[config.mk]
export PLATFORM = sky130hd
export DESIGN_NAME = perf_dual_counter
export DESIGN_NICKNAME = d
export VERILOG_FILES = /design/src/rtl/perfcnt_pkg.sv /design/src/rtl/event_pick.sv /design/src/rtl/evt_counter.sv /design/src/rtl/perf_dual_counter.sv
export SDC_FILE = /design/constraint.sdc
export NUM_CORES = 1
export LEC_CHECK = 0
export BUFFER_PORTS_ARGS = -buffer_cell sky130_fd_sc_hd__buf_2
export CAP_MARGIN = 10
export CORE_UTILIZATION = 35
export DETAILED_ROUTE_END_ITERATION = 16
export GPL_ROUTABILITY_DRIVEN = 0
export MAX_ROUTING_LAYER = met4
export SETUP_SLACK_MARGIN = 0.2
export SLEW_MARGIN = 20
export SYNTH_ARGS = -nofsm -noshare
export SYNTH_HDL_FRONTEND = slang
export SYNTH_SLANG_ARGS = --single-unit
[constraint.sdc]
create_clock -name clk -period 3.2 [get_ports clk]
set_clock_uncertainty 0.05 [all_clocks]
set_input_delay 0.64 -clock clk [delete_from_list [all_inputs] [get_ports clk]]
set_output_delay 0.64 -clock clk [all_outputs]
set_load 0.01 [all_outputs]
[src/rtl/perfcnt_pkg.sv]
package perfcnt_pkg;
    typedef enum logic {
        ST_IDLE = 1'b0,
        ST_RUN  = 1'b1
    } run_state_e;

    localparam int REG_SEL  = 0;
    localparam int REG_CMD  = 1;
    localparam int REG_LO0  = 2;
    localparam int REG_LO1  = 3;

    localparam int CMD_RUN  = 0;
    localparam int CMD_SNAP = 1;
    localparam int CMD_CLR  = 2;

    localparam int SEL0_LSB = 0;
    localparam int SEL1_LSB = 8;
    localparam int UP0_LSB  = 16;
    localparam int UP1_LSB  = 24;
endpackage

[src/rtl/event_pick.sv]
module event_pick #(
    parameter int NUM_EVT = 128,
    parameter int SEL_W   = 7
) (
    input  logic [NUM_EVT-1:0] evt_i,
    input  logic [SEL_W-1:0]   sel_i,
    output logic               hit_o
);
    localparam int FULL = 1 << SEL_W;

    generate
        if (NUM_EVT == FULL) begin : g_full
            assign hit_o = evt_i[sel_i];
        end else begin : g_padded
            logic [FULL-1:0] ext;
            assign ext   = {{(FULL-NUM_EVT){1'b0}}, evt_i};
            assign hit_o = ext[sel_i];
        end
    endgenerate
endmodule

[src/rtl/evt_counter.sv]
module evt_counter #(
    parameter int CNT_W = 40
) (
    input  logic             clk,
    input  logic             rst_n,
    input  logic             clear_i,
    input  logic             inc_i,
    output logic [CNT_W-1:0] count_o
);
    always_ff @(posedge clk) begin
        if (!rst_n) begin
            count_o <= '0;
        end else if (clear_i) begin
            count_o <= '0;
        end else if (inc_i && !(&count_o)) begin
            count_o <= count_o + CNT_W'(1);
        end
    end
endmodule

[src/rtl/perf_dual_counter.sv]
module perf_dual_counter
    import perfcnt_pkg::*;
#(
    parameter int NUM_EVT = 128,
    parameter int SEL_W   = 7,
    parameter int CNT_W   = 40,
    parameter int LOW_W   = 32,
    parameter int DATA_W  = 32,
    parameter int ADDR_W  = 2
) (
    input  logic               clk,
    input  logic               rst_n,
    input  logic [NUM_EVT-1:0] evt_i,
    input  logic               wr_en,
    input  logic [ADDR_W-1:0]  addr,
    input  logic [DATA_W-1:0]  wdata,
    output logic [DATA_W-1:0]  rd_data
);
    localparam int NCNT    = 2;
    localparam int UPPER_W = CNT_W - LOW_W;

    run_state_e       state_q, state_d;
    logic             count_en;
    logic             cmd_wr, sel_wr, clear_cmd, snap_cmd;
    logic [SEL_W-1:0] sel_q    [NCNT];
    logic [CNT_W-1:0] cnt_w    [NCNT];
    logic [CNT_W-1:0] shadow_q [NCNT];
    logic [DATA_W-1:0] rd_word;
    logic             unused_wdata;

    assign cmd_wr       = wr_en && (addr == ADDR_W'(REG_CMD));
    assign sel_wr       = wr_en && (addr == ADDR_W'(REG_SEL));
    assign clear_cmd    = cmd_wr && wdata[CMD_CLR];
    assign snap_cmd     = cmd_wr && wdata[CMD_SNAP];
    assign unused_wdata = ^wdata;

    // State register
    always_ff @(posedge clk) begin
        if (!rst_n) state_q <= ST_IDLE;
        else        state_q <= state_d;
    end

    // Next state
    always_comb begin
        state_d = state_q;
        unique case (state_q)
            ST_IDLE: if (cmd_wr && wdata[CMD_RUN])  state_d = ST_RUN;
            ST_RUN:  if (cmd_wr && !wdata[CMD_RUN]) state_d = ST_IDLE;
        endcase
    end

    // State outputs
    always_comb begin
        count_en = 1'b0;
        unique case (state_q)
            ST_IDLE: count_en = 1'b0;
            ST_RUN:  count_en = 1'b1;
        endcase
    end

    always_ff @(posedge clk) begin
        if (!rst_n) begin
            sel_q[0] <= '0;
            sel_q[1] <= '0;
        end else if (sel_wr) begin
            sel_q[0] <= wdata[SEL0_LSB +: SEL_W];
            sel_q[1] <= wdata[SEL1_LSB +: SEL_W];
        end
    end

    generate
        for (genvar g = 0; g < NCNT; g++) begin : g_cnt
            logic hit;

            event_pick #(.NUM_EVT(NUM_EVT), .SEL_W(SEL_W)) u_pick (
                .evt_i (evt_i),
                .sel_i (sel_q[g]),
                .hit_o (hit)
            );

            evt_counter #(.CNT_W(CNT_W)) u_cnt (
                .clk     (clk),
                .rst_n   (rst_n),
                .clear_i (clear_cmd),
                .inc_i   (count_en && hit),
                .count_o (cnt_w[g])
            );

            always_ff @(posedge clk) begin
                if (!rst_n)        shadow_q[g] <= '0;
                else if (snap_cmd) shadow_q[g] <= cnt_w[g];
            end
        end
    endgenerate

    always_comb begin
        rd_word = '0;
        unique case (addr)
            ADDR_W'(REG_SEL): begin
                rd_word[SEL0_LSB +: SEL_W]  = sel_q[0];
                rd_word[SEL1_LSB +: SEL_W]  = sel_q[1];
                rd_word[UP0_LSB +: UPPER_W] = shadow_q[0][CNT_W-1:LOW_W];
                rd_word[UP1_LSB +: UPPER_W] = shadow_q[1][CNT_W-1:LOW_W];
            end
            ADDR_W'(REG_CMD): rd_word[CMD_RUN]     = (state_q == ST_RUN);
            ADDR_W'(REG_LO0): rd_word[LOW_W-1:0]   = shadow_q[0][LOW_W-1:0];
            ADDR_W'(REG_LO1): rd_word[LOW_W-1:0]   = shadow_q[1][LOW_W-1:0];
            default:          rd_word              = '0;
        endcase
    end

    always_ff @(posedge clk) begin
        if (!rst_n) rd_data <= '0;
        else        rd_data <= rd_word;
    end
endmodule

==> metrics <==
outcome=completed; Final nets=about 1500; Die Ht=around 190 µm; Worst-Margin Slew=approximately 0.70 ns; # DRC=0; layout cells sized above 1=roughly two fifths; Max Slew Vio Count=0; drt initial violations=651; CTS Buffer Depth=3; prevailing post-synth register cell=dfxtp_1; Peak VDD IR=between 0.4 and 0.5 mV; Slew HR=a little over half; num rows=between 60 and 70; Synth-to-Final Area Change=34.8%; Post-DRT Antenna Nets=0; Pwr Density=451 nW/µm²; GR Util All Layers=between 20% and 30%; dpl hpwl=roughly 26000 µm; CTS tree=done; Hold/Removal Path Class=primary input to register; TritonRoute pass-1 iters=8; die width=186 µm; largest net degree at the start of global routing=a little over 80; hold depth=2; Sink Count=207; Cell Area, Synth=11800 µm²; IO Port Bufs=around 180; unrepaired setup endpoints after global routing=true; Max Cap Viol=0; initial antenna violation count=2; CP cell instances=buf_6 > buf_16 > buf_12 > mux2i_1 > a22oi_1 > a21oi_2 > o41ai_4 > buf_6 > nand3_4 > buf_6 > or4_1 > a21oi_1; Tmin final=around 3.2 ns; CP Depth=12; Ys Warns=0; clock transition at the registers of the reported paths=0.06 ns; # IOs=between 150 and 200; first-pass GRT wire length=about 58000 µm; DR WL/cell=around 23 µm; Leak=~6 nW; largest family of logic cells by synthesized area=simple AND/OR/NAND/NOR gates; setup_tns=0 ns; initial core utilization=between 30% and 40%; post-synth net total=around 1300; number of synthesized register bits=about 210; CP Data Arrival Time=3.55 ns; worst-skew pair later-pin latency=about 0.52 ns; final setup fails=0; period utilisation layout=between 90 and 100%; Top cell by count, worst path=buf_6; Hold Slack=~0.36 ns; ys async rst share=0%; depth of the worst register-to-register path=12; vias in the first global route=between 10000 and 15000; crit start category=register; Slowest-stage cell, CP=edfxtp_1; final WL=roughly 40000 µm; element type at the critical path end=register; post-synthesis sequential area ratio=approximately 43%; Post-Syn Area per Cell=between 10 and 15 µm²; Max H-tree Level=1; Final Hold Viols=0; vias=10661; Syn Inst Count=roughly 1100; f_max=~0.32 GHz; Post-synth EDFFs=94; post-synthesis simple-gate area fraction=a little under a quarter; crit-path max cell delay=between 0.5 and 0.6 ns; CTS Buf Count=24; CP delay by family, top=compound AO/OA/AOI/OAI gates; multiplexer share of the synthesized area=between 15 and 20%; Core Region=around 33000 µm²; GRT overflow=0; xor-xnor portion of the synthesized cell area=0%; # hold bufs at CTS=0; adder-cell share of the synthesized area=0.212%; DR vias/cell=5.89; compound-cell area share of the yosys netlist=12.0%; Distinct cells, synth=53; Setup CP Type=register to register; crit-path max FO=7; Buf+Inv Stages, Crit Path=5; full die area=~34000 µm²; Worst Path Required=around 3.6 ns; root buffer cell=clkbuf_16
-- cells by family after synthesis --
kind of cell / count (synthesis)
AOI/OAI and AO/OA: 206
adders and majority gates: 2
buffers and inverters: 103
DFF: 207
muxes: 151
and+or+nand+nor: 455
-- cell usage in the layout, fill, tap and decap left out, types with 34 or more instances in the layout --
cell,instances
nand3_1,35
a21oi_1,34
nand2_1,61
dfxtp_1,113
buf_2,179
mux2i_1,75
clkbuf_16,35
mux4_2,43
a22oi_1,50
edfxtp_1,94
buf_4,52
and2_1,103
nor2b_1,36
-- cell usage after synthesis (4+ instances only) --
library cell / count / area, µm²
o31ai_1: 39 / 293
mux2_2: 30 / 338
or2_2: 6 / 37.5
and3_1: 22 / 138
mux4_2: 41 / 923
buf_2: 8 / 40.0
buf_6: 4 / 45.0
edfxtp_1: 94 / 2820
o211ai_1: 12 / 90.1
dfxtp_1: 113 / 2260
buf_4: 7 / 52.6
o41ai_1: 4 / 35.0
o21ai_0: 16 / 80.1
and2_1: 104 / 651
or3_1: 16 / 100
a21oi_1: 62 / 310
nand2_1: 64 / 240
nor4_1: 18 / 113
a211oi_1: 4 / 30.0
nand3_1: 38 / 190
nand4b_1: 6 / 52.6
nor3_1: 10 / 50.1
or4_1: 54 / 405
nor2_1: 17 / 63.8
clkbuf_1: 69 / 259
a22oi_1: 54 / 405
and4_1: 7 / 61.3
mux2i_1: 78 / 781
nand4_1: 32 / 200
nor2b_1: 40 / 250
nand2b_1: 17 / 106
inv_1: 10 / 37.5
-- report_power, final --
group | internal, mW | leakage (nW) | switching (mW) | total [mW]
logic | 0.597 | 3.61 | 0.662 | 1.26
registers | 2.86 | 1.83 | 0.0598 | 2.92
clock network | 1.89 | 0.423 | 1.10 | 2.98
total | 5.35 | 5.87 | 1.82 | 7.17
-- final cells by class --
type	count	area, µm²
Timing Repair Buffer	288	2430
Inverter	11	41.3
Sequential cell	207	5080
Clock inverter	7	138
Tap cell	442	553
Antenna cell	3	7.51
Fill cell	2991	17000
Multi-Input combinational cell	814	6910
Clock buffer	37	731
-- per-stage QoR --
| step | worst slack (ns) | instance area, µm² | util, % | std cells | total power, mW |
|---|---|---|---|---|---|
| 6_report | 0.0327 | 15900 | 48.4 | 1809 | 7.17 |
| 5_1_grt | -0.0619 | 15900 | 48.4 | 1808 | 7.38 |
| 4_1_cts | 0.0859 | 14900 | 45.2 | 1780 | 7.02 |
| 3_5_place_dp | -0.116 | 13400 | 40.7 | 1708 | 3.92 |
| 3_3_place_gp | -0.0449 | 13400 | 40.7 | 1708 | 3.91 |
| 2_1_floorplan | 0.193 | 11800 | - | 1124 | 3.53 |
-- final timing paths --
path	from	end	slack [ns]
min	wdata[13]	sel_q[0][12]$_SDFFCE_PN0P_	0.36
min reg2reg	g_cnt[1].u_cnt.count_o[33]$_SDFFE_PP0P_	g_cnt[1].u_cnt.count_o[33]$_SDFFE_PP0P_	0.43
max	sel_q[0][7]$_SDFFCE_PN0P_	g_cnt[1].u_cnt.count_o[3]$_SDFFE_PP0P_	0.03
max reg2reg	sel_q[0][7]$_SDFFCE_PN0P_	g_cnt[1].u_cnt.count_o[3]$_SDFFE_PP0P_	0.03
-- sequential cells by signal, indices dropped and copies added (netlist names), named ones only --
name,flops
g_cnt.u_cnt.count_o,80
shadow_q,80
rd_data,32
sel_q,14
-- what timing repair did --
action / in CTS / in global routing
endpoints found under the hold margin: 0 / 0
setup buffers: 19 / 15
pin swaps: 33 / 78
resized for setup: 32 / 144
setup endpoints to repair: 78 / 80
cloned: 9 / 11
-- routing by layer --
metal  vias to the layer above  share of wire (%)  global-route usage (%)
li1                       4797                  -                       -
met1                      5249                 40                    26.9
met2                       499                 47                    35.6
met3                       116                7.9                    4.07
met4                         0                4.8                    12.0
met5                         -                  0                       -
(Power assumes the default switching activity.)
